$ cat src/rtl/com_dec_pkg.sv
package com_dec_pkg;

  // Strobes from the control module to the datapath.
  typedef struct packed {
    logic loadDecode;  // capture wrData into the decode register
    logic enable;      // decoding currently enabled
  } decStrobes_t;

  // Base of port slot n: bit 0 of the slot lowers the base by 0x100 and
  // bit 1 lowers it by 0x010, starting from 0x3F8.
  function automatic logic [9:0] slotBase(input logic [1:0] slot);
    logic [9:0] b;
    b = 10'h3F8;
    if (slot[0]) b = b - 10'h100;
    if (slot[1]) b = b - 10'h010;
    return b;
  endfunction

endpackage

$ cat src/rtl/com_dec_ctrl.sv
module com_dec_ctrl
  import com_dec_pkg::*;
#(
  parameter int DATA_W     = 8,
  parameter int CFG_EN_BIT = 5
) (
  input  logic              clk,
  input  logic              rstN,
  input  logic              decWr,
  input  logic              cfgWr,
  input  logic [DATA_W-1:0] wrData,
  output decStrobes_t       strobes
);

  logic decWritten;
  logic decodeOn;

  // Remembers that the decode register has been programmed since reset.
  always_ff @(posedge clk or negedge rstN) begin
    if (!rstN) decWritten <= 1'b0;
    else if (decWr) decWritten <= 1'b1;
  end

  // Enable only follows a config write once the decode register is valid.
  always_ff @(posedge clk or negedge rstN) begin
    if (!rstN) decodeOn <= 1'b0;
    else if (cfgWr && decWritten) decodeOn <= wrData[CFG_EN_BIT];
  end

  always_comb begin
    strobes.loadDecode = decWr;
    strobes.enable     = decodeOn;
  end

endmodule

$ cat src/rtl/com_dec_dp.sv
module com_dec_dp
  import com_dec_pkg::*;
#(
  parameter int DATA_W    = 8,
  parameter int ADDR_W    = 10,
  parameter int IDX_W     = 3,
  parameter int NUM_PORTS = 4,
  parameter int SEL_LSB   = 3,
  parameter int FORCE_BIT = 7
) (
  input  logic              clk,
  input  logic              rstN,
  input  decStrobes_t       strobes,
  input  logic [DATA_W-1:0] wrData,
  input  logic [ADDR_W-1:0] hostAddr,
  input  logic              hostRdN,
  input  logic              hostWrN,
  input  logic              mailboxSel,
  output logic              uartSel,
  output logic [IDX_W-1:0]  regIdx,
  output logic              extCsN
);

  localparam int SEL_W = $clog2(NUM_PORTS);
  localparam int CMP_W = ADDR_W - IDX_W;

  logic [SEL_W-1:0]     portSel;
  logic                 forceCs;
  logic [NUM_PORTS-1:0] slotHit;
  logic                 addrMatch;
  logic                 strobeActive;
  logic                 accessOk;

  // Decode register fields.
  always_ff @(posedge clk or negedge rstN) begin
    if (!rstN) begin
      portSel <= '0;
      forceCs <= 1'b0;
    end else if (strobes.loadDecode) begin
      portSel <= wrData[SEL_LSB +: SEL_W];
      forceCs <= wrData[FORCE_BIT];
    end
  end

  // One comparator per port slot; the selected slot's result is used.
  for (genvar g = 0; g < NUM_PORTS; g++) begin : gSlot
    localparam logic [ADDR_W-1:0] BASE = ADDR_W'(slotBase(2'(g)));
    assign slotHit[g] = (hostAddr[ADDR_W-1:IDX_W] == BASE[ADDR_W-1:IDX_W]);
  end

  always_comb begin
    addrMatch    = slotHit[portSel];
    strobeActive = !hostRdN || !hostWrN;
    accessOk     = strobes.enable && addrMatch && strobeActive && !mailboxSel;
    uartSel      = accessOk;
    extCsN       = !(accessOk && forceCs);
    regIdx       = hostAddr[IDX_W-1:0];
  end

endmodule

$ cat src/rtl/com_port_decoder.sv
module com_port_decoder
  import com_dec_pkg::*;
(
  input  logic       clk,
  input  logic       rstN,
  input  logic       decWr,
  input  logic       cfgWr,
  input  logic [7:0] wrData,
  input  logic [9:0] hostAddr,
  input  logic       hostRdN,
  input  logic       hostWrN,
  input  logic       mailboxSel,
  output logic       uartSel,
  output logic [2:0] regIdx,
  output logic       extCsN,
  output logic       hostDriveEn
);

  decStrobes_t strobes;

  com_dec_ctrl #(.DATA_W(8), .CFG_EN_BIT(5)) uCtrl (
    .clk(clk), .rstN(rstN), .decWr(decWr), .cfgWr(cfgWr),
    .wrData(wrData), .strobes(strobes)
  );

  com_dec_dp #(
    .DATA_W(8), .ADDR_W(10), .IDX_W(3), .NUM_PORTS(4),
    .SEL_LSB(3), .FORCE_BIT(7)
  ) uDp (
    .clk(clk), .rstN(rstN), .strobes(strobes), .wrData(wrData),
    .hostAddr(hostAddr), .hostRdN(hostRdN), .hostWrN(hostWrN),
    .mailboxSel(mailboxSel), .uartSel(uartSel), .regIdx(regIdx),
    .extCsN(extCsN)
  );

  assign hostDriveEn = strobes.enable;

endmodule

$ cat config.mk
export PLATFORM = sky130hd
export DESIGN_NAME = com_port_decoder
export DESIGN_NICKNAME = d
export VERILOG_FILES = /design/src/rtl/com_dec_pkg.sv /design/src/rtl/com_dec_ctrl.sv /design/src/rtl/com_dec_dp.sv /design/src/rtl/com_port_decoder.sv
export SDC_FILE = /design/constraint.sdc
export NUM_CORES = 1
export LEC_CHECK = 0
export BUFFER_PORTS_ARGS = -buffer_cell sky130_fd_sc_hd__buf_2
export CORE_AREA = 2 2 39 41
export DETAILED_ROUTE_END_ITERATION = 8
export DIE_AREA = 0 0 41 43
export SYNTH_ARGS = -nofsm -noshare
export SYNTH_HDL_FRONTEND = slang
export SYNTH_HIERARCHICAL = 1
export SYNTH_SLANG_ARGS = --single-unit
$ cat constraint.sdc
create_clock -name clk -period 0.9 [get_ports clk]
set_input_delay 0 -clock clk [delete_from_list [all_inputs] [get_ports clk]]
set_output_delay 0 -clock clk [all_outputs]
set_load 0.02 [all_outputs]
=== After elaboration in Yosys (flattened, before gate mapping) ===
Cells that the tools add are included.
W data, S select, Z words.

* Output and inout port bits: 6
* Bits in latches: 0
* Bits in registers: 5
* Bits in writable memories: 0
* Bits of input ports: 25
* Bits in read-only memories: 0
* Memories: 0
* Word-level logic and storage cells: 21

* $lt $le $gt $ge: 1
* Divide/modulo/power cells: 0
* Shifts and indexed selects: 0
* Bitwise logic cells: 0
* Add/sub/neg operators: 0
* Equality and inequality tests: 4
* Mux-type cells: 2
* Multipliers: 0
* Reductions and logical operators: 10

{| class="wikitable"
|+ Operator list
! operator !! number
|-
| $eq A7 B7 Y1 const B || 4
|-
| $logic_and A1 B1 Y1 || 5
|-
| $logic_not A1 Y1 || 4
|-
| $lt A2 B3 Y1 const B || 1
|-
| $bmux W1 S2 || 1
|-
| $logic_or A1 B1 Y1 || 1
|-
| $mux W1 || 1
|}

=== Depth between registers and ports, before layout ===
Gate-level depths: netlist of the first run.

* Depth in word-level cells: 8
* Gate-level depth with buffers: 3
* Gate-level depth less buffers: 3

=== Modules after synthesis ===
Netlist of the first run, hierarchy kept.

{| class="wikitable"
|+ Modules (own cells, without submodules)
! module !! times used !! sequential area each (um2) !! area an instance (um2) !! cells each
|-
| com_dec_dp || 1 || 75.1 || 185.2 || 16
|-
| com_dec_ctrl || 1 || 50.0 || 90.1 || 7
|}

=== Worst setup path after synthesis of the first run ===
No wires, ideal clock.

* Path kind: register -> output
* From: register uCtrl.decodeOn
* To: output uartSel
* Path slack: -18 ps
* Required time: 900 ps
* Arrival time: 918 ps
* Buffers on the path: 1
* Stages on the path, launching flop included: 4
* Path through: dfrtp_1 buf_4 and4bb_1 and3_1

* Cells in the longest elaborated chain, start to end: 3

{| class="wikitable"
|+ RTL lines
! item !! line !! RTL
|-
| from (decl) || com_dec_ctrl.sv:16 || <nowiki>logic decodeOn;</nowiki>
|-
| from (signal assigned) || com_dec_ctrl.sv:27 || <nowiki>else if (cfgWr && decWritten) decodeOn <= wrData[CFG_EN_BIT];</nowiki>
|-
| $logic_and A1 B1 Y1 (3 in series) || com_dec_dp.sv:54 || <nowiki>accessOk = strobes.enable && addrMatch && strobeActive && !mailboxSel;</nowiki>
|-
| to (decl) || com_port_decoder.sv:13 || <nowiki>output logic uartSel,</nowiki>
|}

No other way between the ends.

=== Final worst setup path of the first run ===
* From: register uDp.portSel[0]
* To: output uartSel

* Cells in the longest elaborated chain, start to end: 5

{| class="wikitable"
|+ RTL lines
! item !! line !! RTL
|-
| from (decl) || com_dec_dp.sv:27 || <nowiki>logic [SEL_W-1:0] portSel;</nowiki>
|-
| from (signal assigned) || com_dec_dp.sv:40 || <nowiki>portSel <= wrData[SEL_LSB +: SEL_W];</nowiki>
|-
| $bmux W1 S2 || com_dec_dp.sv:52 || <nowiki>addrMatch = slotHit[portSel];</nowiki>
|-
| $mux W1 (implied by the code) || com_dec_dp.sv:52 ||
|-
| $logic_and A1 B1 Y1 (3 in series) || com_dec_dp.sv:54 ||
|}

No other way between the ends. The select of a mux whose other input is x is not followed.

==> results.md, run 1 <==
• **status** complete, but fails checks
• **violations in the final reports** negative setup slack
• **synthesized netlist net count** 48
• **Post-CTS Setup Bufs** 0
• **pwr/cell area** 1370 mW/mm^2
• **via count of the first global-routing pass** 215
• **Total Nets Final** 74
• **routed via count divided by cell count** 3.88
• **maxcap violations** 0
• **post-synthesis sequential area ratio** 0.455
• **endpoint of the worst hold path** regIdx[1]
• **number of slew-limit violations in the final report** 0
• **unrepaired setup endpoints after global routing** true
• **die area** 0.00176 sq mm
• **aggregate global routing overflow** 0
• **summed instance area of the synthesized netlist** 275 sq um
• **DR iter-0 viols** 0
• **antenna-violating nets left** 0
• **# IOs** 31
• **later-pin clock latency in the skew report** 0.24 ns
• **hold wc startpoint** hostAddr[1]
• **Routed WL** 599 um
• **Chip Width** 41 um
• **leak pwr** 0.224 nW
• **distinct cell type count after synthesis** 12
• **worst-case setup margin in the final layout** -0.302 ns
• **Root Buffer** sky130_fd_sc_hd__clkbuf_4
• **length in cells of the worst reg-to-reg path** 2
• **final worst clock skew** 0.00000119 ns
• **internal power summed over all cells** 0.489 mW
• **clock slew at reported path FFs** 0.04 ns
• **Hold Path Depth** 0
• **Area growth syn-to-layout** 66.8%
• **required time reported for the critical path endpoint** 0.90 ns
• **largest fanout on the critical path** 2
• **terminus of the critical flop-to-flop path** uCtrl/decodeOn
• **filler-free cell count of the finished design** 64
• **combinational cell fraction of total power** 0.190
• **path type of the worst min-delay path** in -> out
• **diode count** 0
• **critical path start-end classification** reg -> out
• **cell type of the slowest stage on the worst timing path** sky130_fd_sc_hd__dfrtp_1
• **WL/cell** 9.36 um
• **average footprint of a synthesized cell** 12.0 sq um
• **reg-to-reg setup timing slack** 0.03 ns
• **switching component of the power** 0.139 mW
• **startpoint type of the worst setup path** flip-flop
• **Synth Instances** 23
• **CTS max path bufs** 2
• **DRT Pass-1 Iters** 1
• **Yosys warning total** 6
• **part of the total power dissipated in the clock network** 0.403
• **launching point of the worst reg2reg path** uCtrl/decodeOn
• **Slew @ Worst Pin** 0.173 ns
• **initial antenna violation count** 0
• **core area** 0.00138 sq mm
• **count of buffers from port buffering** 20
• **hold violation total from the final report** 0
• **final period demand of the worst path** 1.20 ns
• **pre-CTS WS** -0.101 ns
• **fraction of layout cells with a size suffix above 1** 0.625
• **wire length of the first global-routing pass** 807 um
• **kind of end point of the critical path** primary output
• **flip-flop and latch count after synthesis** 5
• **period utilisation layout** 1.34
• **maximum ir drop on the vdd rail** 0.578 mV
• **via total after detailed routing** 248
• **WHS** 0.0000435 ns
• **number of setup violations in the final report** 2
• **total routing usage reported by global routing** 0.0717
• **crit-path cells** xnor2_1, a21oi_1, and3_4, buf_6
• **Peak Freq** 0.832 GHz
• **Overall Power** 0.628 mW
• **half-perimeter wire length after detailed placement** 487 um
• **floorplan die height** 43 um
• **clock sink total** 5
• **Critical Path Max Stage Delay** 0.38 ns
• **std cell rows** 14
• **switching power share of the total** 0.221
• **signal arrival time at the worst endpoint** 1.20 ns
• **Flop pwr share** 0.407
• **pin count of the biggest net entering global routing** 6
• **global placer's final weighted congestion** 0.647
• **placed cells** 55
• **clock tree from TritonCTS** yes
• **relative slew slack** 0.884
• **DRC viols** 0
• **H-Tree Depth** 1
• **starting utilization of the core area** 0.199
• **clock buffers created by TritonCTS** 3
==> cell usage after synthesis <==
cell type / number / area, sq um
sky130_fd_sc_hd__a21oi_1: 1 / 5.00
sky130_fd_sc_hd__and3_1: 1 / 6.26
sky130_fd_sc_hd__and4bb_1: 1 / 12.5
sky130_fd_sc_hd__buf_4: 5 / 37.5
sky130_fd_sc_hd__dfrtp_1: 5 / 125
sky130_fd_sc_hd__mux2_2: 3 / 33.8
sky130_fd_sc_hd__mux2_4: 1 / 15.0
sky130_fd_sc_hd__nand2_1: 1 / 3.75
sky130_fd_sc_hd__nand4_1: 2 / 12.5
sky130_fd_sc_hd__or2_2: 1 / 6.26
sky130_fd_sc_hd__xnor2_1: 1 / 8.76
sky130_fd_sc_hd__xor2_1: 1 / 8.76
==> how the worst max path moves through the flow <==
stage,from,slack (ns),to,cells past startpoint
2_1_floorplan,uCtrl/decodeOn,0.009,extCsN,3
3_3_place_gp,uDp/portSel[0],-0.06,uartSel,4
3_5_place_dp,uDp/portSel[0],-0.10,uartSel,4
4_1_cts,uDp/portSel[0],-0.33,uartSel,4
5_1_grt,uDp/portSel[0],-0.39,uartSel,4
6_report,uDp/portSel[0],-0.30,uartSel,4
==> state kept, by name, summed over array words and instances (netlist names) <==
signal / flops
uDp/portSel: 2
uCtrl/decodeOn: 1
uCtrl/decWritten: 1
uDp/forceCs: 1
==> per-stage QoR <==
step                      utilization  setup TNS, ns  area [sq um]
after global placement          0.268        -0.0632           370
after global routing            0.332         -0.736           459
after CTS                       0.329         -0.629           455
after floorplan                     -              0           280
after detailed placement        0.268         -0.134           370
final                           0.332         -0.571           459
==> cell families (layout without fill, tap and decap cells) <==
logic type                after synthesis  after routing  synth area share
and+or+nand+nor                         6              6             0.150
DFF                                     5              5             0.455
buffers and inverters                   5             30             0.136
muxes                                   4              4             0.177
xor gates and xnor gates                2              2            0.0636
AOI/OAI and AO/OA                       1              1            0.0182
==> metal layers <==
| metal | wire length [um] | track usage | vias to the layer above |
|---|---|---|---|
| met5 | 0 | 0 | - |
| met2 | 265 | 0.0781 | 14 |
| met3 | 68 | 0.0419 | 0 |
| met1 | 265 | 0.0951 | 107 |
| met4 | 0 | 0.0600 | 0 |
| li1 | - | - | 127 |
==> repair_timing <==
item,CTS,global route
resized for setup,3,1
setup endpoints to repair,2,2
pin swaps,2,2
hold buffers,5,0
hold endpoints to repair,9,0
==> worst max-delay path: cells and delay by family (launching register included) <==
family / cells / cell delay [ns]
xor gates and xnor gates: 1 / 0.12
and+or+nand+nor: 1 / 0.20
DFF: 1 / 0.38
AOI/OAI and AO/OA: 1 / 0.16
buffers and inverters: 1 / 0.11
==> area by class of cell <==
class                   count  area, sq um
repair buffers             26          170
clock buffers               4         26.3
flip-flops and latches      5          125
well taps                  16         20.0
multi-input cells          13          118
fillers                   151          925
==> layout by cell type (no fill, tap or decap), drive strengths merged <==
cell type and count:
xor2 1, dlygate4sd3 5, or2 1, nand4 2, xnor2 1, buf 21
mux2 4, clkbuf 4, dfrtp 5, a21oi 1, nand2 1, and3 1
and4bb 1
==> power by group through the flow <==
stage	combinational, mW	sequential, mW	clock, mW
floorplan	0.0781	0.255	0
global placement	0.101	0.259	0
detailed placement	0.105	0.259	0
CTS	0.122	0.256	0.272
global route	0.132	0.257	0.284
finish	0.119	0.256	0.253
Note: power is estimated with default switching activity, not from simulation.
==> run 2: changes to the inputs <==
==> constraint.sdc (replaced) <==
create_clock -name clk -period 1.2 [get_ports clk]
set_input_delay 0 -clock clk [delete_from_list [all_inputs] [get_ports clk]]
set_output_delay 0 -clock clk [all_outputs]
set_load 0.02 [all_outputs]
==> results.md, run 2 (same netlist as run 1, synthesis figures left out) <==
• **most frequent standard cell in the layout excluding fill and tap cells** sky130_fd_sc_hd__buf_2
• **final worst clock skew** 0.00000422 ns, +0.00000303 ns
• **flip-flop count of the largest register after layout** 2, unchanged
• **filler-free cell count of the finished design** 64, unchanged
• **number of setup violations in the final report** 0, -2
• **initial antenna violation count** 0, unchanged
• **Setup Total Neg Slack** 0 ns, +0.571 ns
• **signal arrival time at the worst endpoint** 1.17 ns, -0.03 ns
• **die area** 0.00176 sq mm, unchanged
• **unrepaired setup endpoints after global routing** true
• **end-of-flow core utilization** 0.324, -0.00814
• **largest fanout on the critical path** 2, unchanged
• **status** complete, no violations
• **WL/cell** 8.78 um, -6.2%
• **instance area at placement** 358 sq um, -3.4%
• **startpoint type of the worst setup path** flip-flop
• **diode count** 0, unchanged
• **final period demand of the worst path** 1.17 ns
• **count of buffers from port buffering** 20, unchanged
• **hold wc startpoint** hostAddr[0]
• **combined area of the multi-input logic cells** 113 sq um, -4.3%
• **length in cells of the worst reg-to-reg path** 2, unchanged
• **clock slew at reported path FFs** 0.04 ns, about the same
• **aggregate global routing overflow** 0, unchanged
• **WHS** 0.0000448 ns, +0.00000126 ns
• **via total after detailed routing** 250, +0.81%
• **# IOs** 31, unchanged
• **Chip Width** 41 um, unchanged
• **clock tree from TritonCTS** yes
• **fraction of layout cells with a size suffix above 1** 0.604, -0.0208
• **required time reported for the critical path endpoint** 1.20 ns, +0.30 ns
• **final-layout fill cell count** 161, +6.6%
• **total routing usage reported by global routing** 0.0770, +0.00528
• **std cell rows** 14, unchanged
• **most frequent cells in the layout** sky130_fd_sc_hd__buf_2 (19), sky130_fd_sc_hd__dlygate4sd3_1 (5), sky130_fd_sc_hd__dfrtp_1 (5)
• **pre-CTS WS** 0.232 ns, +0.333 ns
• **pin count of the biggest net entering global routing** 6, unchanged
• **DR iter-0 viols** 2, +2
• **reg-to-reg setup timing slack** 0.32 ns, +0.29 ns
• **Largest Register** uDp/portSel
• **Overall Power** 0.470 mW, -25%
• **endpoint of the worst hold path** regIdx[0]
• **Slew @ Worst Pin** 0.158 ns, -0.0146 ns
• **clock buffers created by TritonCTS** 3, unchanged
• **wire length of the first global-routing pass** 862 um, +6.8%
• **DRC viols** 0, unchanged
• **CTS max path bufs** 2, unchanged
• **path type of the worst min-delay path** in -> out
• **antenna-violating nets left** 0, unchanged
• **cell area after layout** 448 sq um, -2.5%
• **period utilisation layout** 0.978
• **via count of the first global-routing pass** 233, +8.4%
• **terminus of the critical flop-to-flop path** uDp/portSel[0]
• **relative slew slack** 0.894, +0.00980
• **later-pin clock latency in the skew report** 0.24 ns, about the same
• **Total Nets Final** 74, unchanged
• **launching point of the worst reg2reg path** uDp/portSel[0]
• **floorplan die height** 43 um, unchanged
• **leak pwr** 0.222 nW, -0.73%
• **worst-case setup margin in the final layout** 0.0266 ns, +0.328 ns
• **hold violation total from the final report** 0, unchanged
• **placed cells** 54, -1.8%
• **maxcap violations** 0, unchanged
• **Area growth syn-to-layout** 62.7%
• **register cell area after layout** 125 sq um, unchanged
• **H-Tree Depth** 1, unchanged
• **pwr/cell area** 1050 mW/mm^2, -23%
• **global placer's final weighted congestion** 0.667, +3.0%
• **DRT Pass-1 Iters** 2, +1
• **Root Buffer** sky130_fd_sc_hd__clkbuf_4
• **critical path start-end classification** reg -> out
• **starting utilization of the core area** 0.199, unchanged
• **Routed WL** 562 um, -6.2%
• **kind of end point of the critical path** primary output
• **clock sink total** 5, unchanged
• **Hold Path Depth** 0, unchanged
• **Peak Freq** 0.852 GHz
• **core area** 0.00138 sq mm, unchanged
• **routed via count divided by cell count** 3.91, +0.81%
• **number of slew-limit violations in the final report** 0, unchanged
• **maximum ir drop on the vdd rail** 0.481 mV, -17%
-- run 2: worst max-delay path by stage --
stage | startpoint | slack, ns | depth (start not counted) | end
floorplan | uCtrl/decodeOn | 0.28 | 3 | uartSel
global placement | uDp/portSel[0] | 0.26 | 4 | uartSel
detailed placement | uDp/portSel[0] | 0.23 | 4 | uartSel
CTS | uDp/portSel[0] | 0.001 | 4 | uartSel
global route | uDp/portSel[0] | -0.04 | 4 | uartSel
finish | uDp/portSel[0] | 0.03 | 4 | uartSel
-- run 2: layout make-up --
cell class	instances	share of cell area
Sequential cell	5	0.279
Clock buffer	4	0.0587
Timing Repair Buffer	26	0.366
Multi-Input combinational cell	13	0.251
Tap cell	16	0.0447
-- run 2: worst max-delay path, cell delays in order (launching register included) --
cell                      delay [ns]
sky130_fd_sc_hd__dfrtp_1        0.38
sky130_fd_sc_hd__xnor2_1        0.13
sky130_fd_sc_hd__a21oi_1        0.14
sky130_fd_sc_hd__and3_1         0.18
sky130_fd_sc_hd__buf_6          0.11
-- run 2: power breakdown --
| part | switching (mW) | internal (mW) | leakage [nW] | total [mW] |
|---|---|---|---|---|
| clock network | 0.0645 | 0.125 | 0.0150 | 0.190 |
| registers | 0.00881 | 0.183 | 0.0555 | 0.192 |
| logic | 0.0300 | 0.0580 | 0.152 | 0.0880 |
| total | 0.103 | 0.367 | 0.222 | 0.470 |
-- run 2: repair_timing --
action                                  4_1_cts  5_1_grt
resized for setup                             1        1
hold buffers                                  5        0
endpoints found under the setup margin        1        2
pin swaps                                     1        0
endpoints found under the hold margin         9        0
buffers inserted                              1        0
-- run 2: per-layer routing --
metal,vias up,part of all wire,GRT usage
li1,126,-,-
met4,0,0,0.0600
met3,0,0.17,0.0524
met1,106,0.41,0.0762
met2,18,0.42,0.106
met5,-,0,0
==> run 3: changes to the inputs <==
--- a/config.mk
+++ b/config.mk
@@ -9,6 +9,7 @@
 export CORE_AREA = 2 2 39 41
 export DETAILED_ROUTE_END_ITERATION = 8
 export DIE_AREA = 0 0 41 43
+export SETUP_SLACK_MARGIN = 0.5
 export SYNTH_ARGS = -nofsm -noshare
 export SYNTH_HDL_FRONTEND = slang
 export SYNTH_HIERARCHICAL = 1
==> results.md, run 3 (same netlist as run 1, synthesis figures left out) <==
• **status** complete, but fails checks
• **violations in the final reports** negative hold slack, negative setup slack
• **post-cts hold buffer count** 1, -4
• **most frequent cells in the layout** sky130_fd_sc_hd__buf_2 (17), sky130_fd_sc_hd__dfrtp_1 (5), sky130_fd_sc_hd__mux2_4 (4)
• **CTS max path bufs** 2, unchanged
• **number of setup violations in the final report** 1, +1
• **# IOs** 31, unchanged
• **WL/cell** 9.82 um, +12%
• **pre-CTS WS** 0.213 ns, -0.0193 ns
• **final-layout fill cell count** 143, -11%
• **number of slew-limit violations in the final report** 0, unchanged
• **Critical Path Max Stage Delay** 0.38 ns, about the same
• **period utilisation layout** 1.01, +0.0292
• **Chip Width** 41 um, unchanged
• **Peak Freq** 0.827 GHz, -2.9%
• **total routing usage reported by global routing** 0.0758, -0.00117
• **endpoint of the worst hold path** uCtrl/decodeOn
• **maximum ir drop on the vdd rail** 0.695 mV, +44%
• **path type of the worst min-delay path** in -> reg
• **part of the total power dissipated in the clock network** 0.407, +0.003
• **crit-path cells** xnor2_1, a21oi_1, and3_4, buf_6
• **DRT Pass-1 Iters** 1, -1
• **core area** 0.00138 sq mm, unchanged
• **Overall Power** 0.478 mW, +1.8%
• **Root Buffer** sky130_fd_sc_hd__clkbuf_4
• **busiest layer in global routing** met2
• **hold wc startpoint** wrData[5]
• **GR met1 Demand/Resource** 0.0888, +0.0127
• **DR iter-0 viols** 0, -2
• **Setup Total Neg Slack** -0.00846 ns, -0.00846 ns
• **WHS** -0.0104 ns, -0.0105 ns
• **register cell area after layout** 125 sq um, unchanged
• **floorplan die height** 43 um, unchanged
• **wire length of the first global-routing pass** 862 um, unchanged
• **Buf/Inv on CP** 1, unchanged
• **reg-to-reg setup timing slack** 0.31 ns, about the same
• **routed via count divided by cell count** 3.92, +0.30%
• **largest fanout on the critical path** 2, unchanged
• **H-Tree Depth** 1, unchanged
• **leak pwr** 0.228 nW, +2.7%
• **aggregate global routing overflow** 0, unchanged
• **most frequent standard cell in the layout excluding fill and tap cells** sky130_fd_sc_hd__buf_2
• **relative slew slack** 0.890, -0.00418
• **clock slew at reported path FFs** 0.04 ns, about the same
• **hold violation total from the final report** 4, +4
• **die area** 0.00176 sq mm, unchanged
• **via total after detailed routing** 239, -4.4%
• **Flop pwr share** 0.403, -0.005
• **worst-case setup margin in the final layout** -0.00846 ns, -0.0351 ns
• **count of buffers from port buffering** 20, unchanged
• **startpoint type of the worst setup path** flip-flop
• **routing usage on met2** 0.100, -0.00625
• **later-pin clock latency in the skew report** 0.24 ns, about the same
• **kind of end point of the critical path** primary output
• **combined area of the multi-input logic cells** 131 sq um, +17%
• **signal arrival time at the worst endpoint** 1.21 ns, +0.04 ns
• **combinational cell fraction of total power** 0.190, +0.003
• **global placer's final weighted congestion** 0.575, -14%
• **clock sink total** 5, unchanged
• **diode count** 0, unchanged
• **Hold Path Depth** 2, +2
• **internal power summed over all cells** 0.369 mW, +0.57%
• **Area growth syn-to-layout** 62.3%
• **pwr/cell area** 1070 mW/mm^2, +2.1%
• **flip-flop count of the largest register after layout** 2, unchanged
• **Largest Register** uDp/portSel
• **Crit path max-delay family** flip-flops
• **switching power share of the total** 0.229, +0.00935
• **clock tree from TritonCTS** yes
• **unrepaired setup endpoints after global routing** true
• **met3 Usage GRT** 0.0681, +0.0157
• **placed cells** 54, unchanged
• **required time reported for the critical path endpoint** 1.20 ns, about the same
• **fraction of layout cells with a size suffix above 1** 0.689, +0.0847
• **final period demand of the worst path** 1.21 ns, +0.0351 ns
• **clock buffers created by TritonCTS** 3, unchanged
• **maxcap violations** 0, unchanged
• **final worst clock skew** 0.00136 ns, +0.00135 ns
• **Slew @ Worst Pin** 0.164 ns, +0.00626 ns
• **Routed WL** 599 um, +6.6%
• **length in cells of the worst reg-to-reg path** 2, unchanged
• **via count of the first global-routing pass** 228, -2.1%
• **cell type of the slowest stage on the worst timing path** sky130_fd_sc_hd__dfrtp_1
• **antenna-violating nets left** 0, unchanged
• **std cell rows** 14, unchanged
• **DRC viols** 0, unchanged
• **starting utilization of the core area** 0.199, unchanged
• **switching component of the power** 0.110 mW, +6.1%
• **initial antenna violation count** 0, unchanged
• **critical path start-end classification** reg -> out
• **Total Nets Final** 71, -4.1%
• **pin count of the biggest net entering global routing** 6, unchanged
• **filler-free cell count of the finished design** 61, -4.7%
• **terminus of the critical flop-to-flop path** uDp/portSel[0]
• **launching point of the worst reg2reg path** uDp/portSel[0]
run 3: cell count changes in the layout (fill, tap and decap cells not counted), sizes merged:
cell,before,now
buf,21,22
dlygate4sd3,5,1
run 3: final cells by class:
class | instances | area share
well taps | 16 | 0.0448
multi-input cells | 13 | 0.294
flip-flops and latches | 5 | 0.280
repair buffers | 23 | 0.322
clock buffers | 4 | 0.0588
run 3: per-stage QoR:
step                      instance area [sq um]  utilization
final                                       447        0.323
after global routing                        447        0.323
after CTS                                   424        0.307
after detailed placement                    365        0.264
after global placement                      365        0.264
after floorplan                             287            -
run 3: timing repair:
| item | CTS | global route |
|---|---|---|
| buffers inserted | 0 | 2 |
| pin swaps | 2 | 2 |
| hold endpoints to repair | 9 | 4 |
| endpoints found under the setup margin | 8 | 8 |
| resized for setup | 7 | 2 |
run 3: power by group through the flow:
stage	clock, mW	combinational, mW	sequential, mW
after floorplan	0	0.0607	0.192
after global placement	0	0.0711	0.195
after detailed placement	0	0.0727	0.195
after CTS	0.201	0.0848	0.194
after global routing	0.210	0.0986	0.195
final	0.195	0.0910	0.193
run 3: per-layer routing:
metal	vias up	wire (um)	part of all wire
li1	121	-	-
met1	97	263	0.44
met5	-	0	0
met3	0	120	0.20
met2	21	215	0.36
met4	0	0	0
run 3: worst max-delay path by stage:
| stage | start | end | slack, ns | depth (start not counted) |
|---|---|---|---|---|
| floorplan | uCtrl/decodeOn | extCsN | 0.33 | 3 |
| global placement | uDp/portSel[0] | uartSel | 0.22 | 4 |
| detailed placement | uDp/portSel[0] | uartSel | 0.21 | 4 |
| CTS | uDp/portSel[0] | uartSel | -0.01 | 4 |
| global route | uDp/portSel[0] | uartSel | -0.07 | 4 |
| finish | uDp/portSel[0] | uartSel | -0.008 | 4 |
